File: src/rtl/nuc_pkg.sv
package nuc_pkg;
  localparam int unsigned BASE_W = 2;

  typedef enum logic [BASE_W-1:0] {
    BASE_A = 2'b00,
    BASE_C = 2'b01,
    BASE_G = 2'b10,
    BASE_T = 2'b11
  } base_e;
endpackage

File: src/rtl/nuc_rst_sync.sv
module nuc_rst_sync (
  input  logic clk,
  input  logic rst_n,
  output logic rst_sync_n
);
  logic [1:0] stage_q;

  always_ff @(posedge clk or negedge rst_n) begin
    if (!rst_n) begin
      stage_q <= 2'b00;
    end else begin
      stage_q <= {stage_q[0], 1'b1};
    end
  end

  assign rst_sync_n = stage_q[1];
endmodule

File: src/rtl/nuc_history.sv
module nuc_history
  import nuc_pkg::*;
#(
  parameter int unsigned HIST = 3
) (
  input  logic                        clk,
  input  logic                        rst_n,
  input  logic                        shift_en,
  input  logic [BASE_W-1:0]           base_i,
  output logic [HIST-1:0][BASE_W-1:0] hist_o,
  output logic [HIST-1:0]             fill_o
);
  logic [HIST-1:0][BASE_W-1:0] hist_q, hist_n;
  logic [HIST-1:0]             fill_q, fill_n;

  // Slot 0 is the newest stored base; each slot takes its younger neighbour.
  for (genvar k = 0; k < HIST; k++) begin : g_slot
    if (k == 0) begin : g_head
      assign hist_n[k] = shift_en ? base_i : hist_q[k];
      assign fill_n[k] = shift_en ? 1'b1   : fill_q[k];
    end else begin : g_tail
      assign hist_n[k] = shift_en ? hist_q[k-1] : hist_q[k];
      assign fill_n[k] = shift_en ? fill_q[k-1] : fill_q[k];
    end
  end

  always_ff @(posedge clk or negedge rst_n) begin
    if (!rst_n) begin
      hist_q <= '0;
      fill_q <= '0;
    end else begin
      hist_q <= hist_n;
      fill_q <= fill_n;
    end
  end

  assign hist_o = hist_q;
  assign fill_o = fill_q;
endmodule

File: src/rtl/nuc_compare.sv
module nuc_compare
  import nuc_pkg::*;
#(
  parameter int unsigned          LEN     = 4,
  parameter logic [2*LEN-1:0]     PATTERN = 8'h34
) (
  input  logic [LEN-1:0][BASE_W-1:0] win_i,
  input  logic [LEN-1:0]             win_fill_i,
  output logic                       hit_o
);
  logic [LEN-1:0] pos_eq;

  // One comparator per position, each tied to its own constant base.
  for (genvar k = 0; k < LEN; k++) begin : g_cmp
    localparam logic [BASE_W-1:0] WANT = PATTERN[BASE_W*k +: BASE_W];
    assign pos_eq[k] = win_fill_i[k] && (win_i[k] == WANT);
  end

  assign hit_o = &pos_eq;
endmodule

File: src/rtl/nuc_tally.sv
module nuc_tally #(
  parameter int unsigned CNT_W = 16
) (
  input  logic             clk,
  input  logic             rst_n,
  input  logic             inc_i,
  output logic [CNT_W-1:0] count_o
);
  localparam logic [CNT_W-1:0] CNT_MAX = '1;

  logic [CNT_W-1:0] cnt_q, cnt_n;

  always_comb begin
    cnt_n = cnt_q;
    if (inc_i && (cnt_q != CNT_MAX)) begin
      cnt_n = cnt_q + CNT_W'(1);
    end
  end

  always_ff @(posedge clk or negedge rst_n) begin
    if (!rst_n) begin
      cnt_q <= '0;
    end else begin
      cnt_q <= cnt_n;
    end
  end

  assign count_o = cnt_q;
endmodule

File: src/rtl/nuc_seq_matcher.sv
module nuc_seq_matcher
  import nuc_pkg::*;
#(
  parameter int unsigned      LEN     = 4,
  parameter logic [2*LEN-1:0] PATTERN = 8'h34,
  parameter int unsigned      CNT_W   = 16
) (
  input  logic                  clk,
  input  logic                  rst_n,
  input  logic                  sym_valid_i,
  input  logic [BASE_W-1:0]     sym_i,
  output logic                  match_o,
  output logic [CNT_W-1:0]      match_count_o
);
  localparam int unsigned HIST = LEN - 1;

  logic                        rst_core_n;
  logic [HIST-1:0][BASE_W-1:0] hist;
  logic [HIST-1:0]             hist_fill;
  logic [LEN-1:0][BASE_W-1:0]  cand;
  logic [LEN-1:0]              cand_fill;
  logic                        hit;
  logic                        match_q, match_n;

  nuc_rst_sync u_rst (
    .clk        (clk),
    .rst_n      (rst_n),
    .rst_sync_n (rst_core_n)
  );

  nuc_history #(.HIST(HIST)) u_hist (
    .clk      (clk),
    .rst_n    (rst_core_n),
    .shift_en (sym_valid_i),
    .base_i   (sym_i),
    .hist_o   (hist),
    .fill_o   (hist_fill)
  );

  // Candidate window: stored history plus the base arriving this cycle.
  assign cand      = {hist, sym_i};
  assign cand_fill = {hist_fill, sym_valid_i};

  nuc_compare #(.LEN(LEN), .PATTERN(PATTERN)) u_cmp (
    .win_i      (cand),
    .win_fill_i (cand_fill),
    .hit_o      (hit)
  );

  nuc_tally #(.CNT_W(CNT_W)) u_tally (
    .clk     (clk),
    .rst_n   (rst_core_n),
    .inc_i   (hit),
    .count_o (match_count_o)
  );

  always_comb begin
    match_n = hit;
  end

  always_ff @(posedge clk or negedge rst_core_n) begin
    if (!rst_core_n) begin
      match_q <= 1'b0;
    end else begin
      match_q <= match_n;
    end
  end

  assign match_o = match_q;
endmodule

File: config.mk
export PLATFORM = sky130hd
export DESIGN_NAME = nuc_seq_matcher
export DESIGN_NICKNAME = d
export VERILOG_FILES = /design/src/rtl/nuc_pkg.sv /design/src/rtl/nuc_rst_sync.sv /design/src/rtl/nuc_history.sv /design/src/rtl/nuc_compare.sv /design/src/rtl/nuc_tally.sv /design/src/rtl/nuc_seq_matcher.sv
export SDC_FILE = /design/constraint.sdc
export NUM_CORES = 1
export LEC_CHECK = 0
export ABC_CLOCK_PERIOD_IN_PS = 1850
export BUFFER_PORTS_ARGS = -buffer_cell sky130_fd_sc_hd__clkbuf_2
export CAP_MARGIN = 0
export CELL_PAD_IN_SITES_DETAIL_PLACEMENT = 1
export CELL_PAD_IN_SITES_GLOBAL_PLACEMENT = 1
export CORE_ASPECT_RATIO = 1.25
export CORE_MARGIN = 8
export CORE_UTILIZATION = 48
export CTS_CLUSTER_SIZE = 12
export DETAILED_ROUTE_END_ITERATION = 8
export HOLD_SLACK_MARGIN = 0.02
export PLACE_DENSITY = 0.9
export SLEW_MARGIN = 10
export SYNTH_ARGS = -nofsm -noshare
export SYNTH_HDL_FRONTEND = slang
export SYNTH_SLANG_ARGS = --single-unit
File: constraint.sdc
create_clock -name clk -period 1.85 [get_ports clk]
set_clock_uncertainty 0.15 [all_clocks]
set_input_delay 0.185 -clock clk [delete_from_list [all_inputs] [get_ports clk]]
set_output_delay 0.185 -clock clk [all_outputs]
set_load 0.02 [all_outputs]
==> impl_metrics.tcl <==
set metrics [dict create \
    cts_num_sinks 28 \
    upper_clock_frequency_limit_mhz 559 \
    p_seq_share_pct 65.3 \
    post-route-period-util_pct 96.7 \
    power-per-cell-area_mw_per_mm2 612 \
    path_cells "and4bb_2 > nand3_4 > buf_4 > nor2_1 > mux2_1" \
    asyncSetResetFlopFracSynth_pct 100 \
    floorplan.die.width_um 63.6 \
    kind_of_capture_point_of_the_worst_setup_path "flop" \
    synth.cell_area_mm2 0.00136 \
    rsz_0062_raised_after_global_routing "true" \
    max_stage_delay_ps 420 \
    clock_tree.root_cell "sky130_fd_sc_hd__clkbuf_4" \
    post-synth-top-count-cell "sky130_fd_sc_hd__dfrtp_1" \
    num_vias 927 \
    grt_remaining_overflow 0 \
    syn-instance-count 104 \
    numCtsBuffers 3 \
    portBuffers 21 \
    yosys-top-cells-count "sky130_fd_sc_hd__dfrtp_1 (28), sky130_fd_sc_hd__xor2_1 (10), sky130_fd_sc_hd__mux2_1 (8), sky130_fd_sc_hd__nand3_1 (5)" \
    core_area_mm2 0.00268 \
    total_switching_power_mw 0.235 \
    clk_lat_worst_skew_ps 330 \
    p_total_mw 1.00 \
    initial_standard_cell_utilization_of_the_core_pct 50.7 \
    cp-start-kind "flop" \
    post-dp-hpwl_um 2230 \
    number_of_optimization_iterations_in_the_first_detailed_route_pass 4 \
    internal-power_mw 0.769 \
    dr.first_iter.drc_count 15 \
    worst_hold_path_type "reg2async" \
    setup_viol_count_final 0 \
    grt_max_degree 16 \
    clock_tree.htree_level_count 1 \
    run_status "complete, no violations" \
    clkSlewWorstSetupHoldPaths_ps 150 \
    yosysUniqueCellTypes 32 \
    design.final.nets 148 \
    drt-total-wl_um 2940 \
    sw_frac_of_total_pct 23.4 \
    wl_per_cell_um 16.8 \
    power_leakage_nw 0.786 \
    path_delay_family "simple AND/OR/NAND/NOR gates" \
    final_cell_count_without_fillers 175 \
    antenna_found_initial 0 \
    combinationalPowerShare_pct 9.1 \
    rows 21 \
    die-height_um 75.5 \
    cts_tree "built" \
    synth.top_cell.area_share_pct 51.6 \
    grt_pass1_vias 1045 \
    synthToLayoutAreaGrowth_pct 20.8 \
    post_synth.cell_area_avg_um2 13.1 \
    synth_edf_count 0 \
    ant_nets 0 \
    crit_type "reg2reg" \
    irDropWorstVdd_uv 482 \
    io_pins 22 \
    number_of_warning_messages_in_the_yosys_log 0 \
    clock_tree.buffer_depth 2 \
    synth_top_cell_by_area "sky130_fd_sc_hd__dfrtp_1" \
    finalMaxSlewViolations 0 \
    maxCapViolations 0 \
    design.die.area_mm2 0.00480 \
    timing.critical_path.required_ps 1930 \
    layout.cell_area.non_filler_mm2 0.00164 \
    finalWeightedCongestion 0.816 \
    crit_path_top_delay_cell "sky130_fd_sc_hd__dfrtp_1" \
    drc 0 \
    ys_seq_elements 28 \
    final_core_utilization_pct 61.3 \
    grt_pass1_wl_um 5090 \
    crit_path_max_fanout 15 \
    post_route_cells_drive_above_1_share_pct 39.7 \
    route.detailed.vias_per_inst 5.30 \
    synthTopCellsByArea "sky130_fd_sc_hd__dfrtp_1 (52%), sky130_fd_sc_hd__mux2_1 (6.6%), sky130_fd_sc_hd__xor2_1 (6.4%), sky130_fd_sc_hd__nor4_2 (3.7%), sky130_fd_sc_hd__buf_6 (2.5%)" \
    antenna_cells 0 \
    synth_top_flop_cell "sky130_fd_sc_hd__dfrtp_1" \
    dp_cells 167 \
    clock_power_share_pct 25.6 \
    postSynthNetCount 110 \
    critical_path_arrival_ps 1870 \
    cp.buffers_inverters 1 \
    area_of_placed_instances_mm2 0.00156 \
    grt_util_all_layers_pct 13.6 \
    fin_crit_ps 1790 \
    synth_sequential_area_ratio_pct 51.6 \
    hold_viol_final 0 \
]
## logic make-up after synthesis
logic type    count (synthesis)  synth area share (%)
xor+xnor                     12                  7.73
fa+ha+maj                     1                 0.921
buf+inv                       8                  4.14
flops                        28                  51.6
mux                          12                  9.76
other cells                   1                 0.276
simple gates                 42                  25.6
## layout by cell type (no fill, tap or decap), types with 3 or more instances in the layout
| cell | Yosys | layout |
|---|---|---|
| sky130_fd_sc_hd__buf_4 | 1 | 12 |
| sky130_fd_sc_hd__clkbuf_2 | 0 | 21 |
| sky130_fd_sc_hd__clkbuf_4 | 0 | 3 |
| sky130_fd_sc_hd__dfrtp_1 | 28 | 27 |
| sky130_fd_sc_hd__dlygate4sd3_1 | 0 | 4 |
| sky130_fd_sc_hd__inv_1 | 4 | 4 |
| sky130_fd_sc_hd__mux2_1 | 8 | 8 |
| sky130_fd_sc_hd__nand2_1 | 4 | 4 |
| sky130_fd_sc_hd__nand3_1 | 5 | 3 |
| sky130_fd_sc_hd__nand3b_1 | 3 | 3 |
| sky130_fd_sc_hd__nor2_1 | 4 | 4 |
| sky130_fd_sc_hd__nor4_2 | 4 | 4 |
| sky130_fd_sc_hd__xor2_1 | 10 | 10 |
## path summary, 6_finish.rpt
path	depth (start not counted)	slack (ps)	from	endpoint
setup / recovery	5	60	u_hist.hist_o[4]	u_tally.count_o[1]
hold / removal	1	60	u_rst.stage_q[1]	u_hist.fill_o[1]
setup reg to reg	5	60	u_hist.hist_o[4]	u_tally.count_o[1]
hold reg to reg	1	60	u_rst.stage_q[1]	u_hist.fill_o[1]
max in group asynchronous	3	830	rst_n	u_rst.stage_q[1]
min in group clk	3	100	sym_valid_i	u_hist.fill_o[0]
## per-layer routing
metal | routed length, um | vias up | GRT usage [%]
met3 | 118 | 4 | 3.53
met1 | 1130 | 465 | 13.9
li1 | - | 443 | -
met4 | 24 | 0 | 5.71
met2 | 1670 | 15 | 26.1
met5 | 0 | - | 0
## metrics by stage
step / TNS (ps) / setup WS, ps / hold WS, ps
finish: 0 / 61.3 / 61.8
floorplan: 0 / 6.87 / -261
global route: -23.6 / -13.2 / 88.9
detailed placement: 0 / 50.1 / -177
CTS: 0 / 43.9 / 66.6
global placement: 0 / 110 / -179
## repair_timing
action / 4_1_cts / 5_1_grt
hold buffers: 4 / 0
endpoints found under the setup margin: 0 / 4
gates resized for setup: 0 / 4
hold endpoints to repair: 4 / 0
setup buffers: 0 / 0
## flip-flops by register name (all words and copies together), names as in the netlist
register,count
match_o,1
u_hist.fill_o,3
u_rst.stage_q,2
u_tally.count_o,16
u_hist.hist_o,6
## area by class of cell
cell class | count | area (um^2)
clock buffer | 4 | 26.3
multi-input combinational | 68 | 621
inverter | 4 | 15.0
tap | 34 | 42.5
timing repair buffer | 37 | 235
fill | 294 | 1040
sequential | 28 | 702
## power groups by stage
stage | clock (mW) | combinational [mW] | sequential (mW)
5_1_grt | 0.288 | 0.102 | 0.658
3_5_place_dp | 0 | 0.0851 | 0.666
3_3_place_gp | 0 | 0.0784 | 0.662
6_report | 0.257 | 0.0912 | 0.656
2_1_floorplan | 0 | 0.0359 | 0.677
4_1_cts | 0.274 | 0.0920 | 0.654
(Power assumes the default switching activity.)
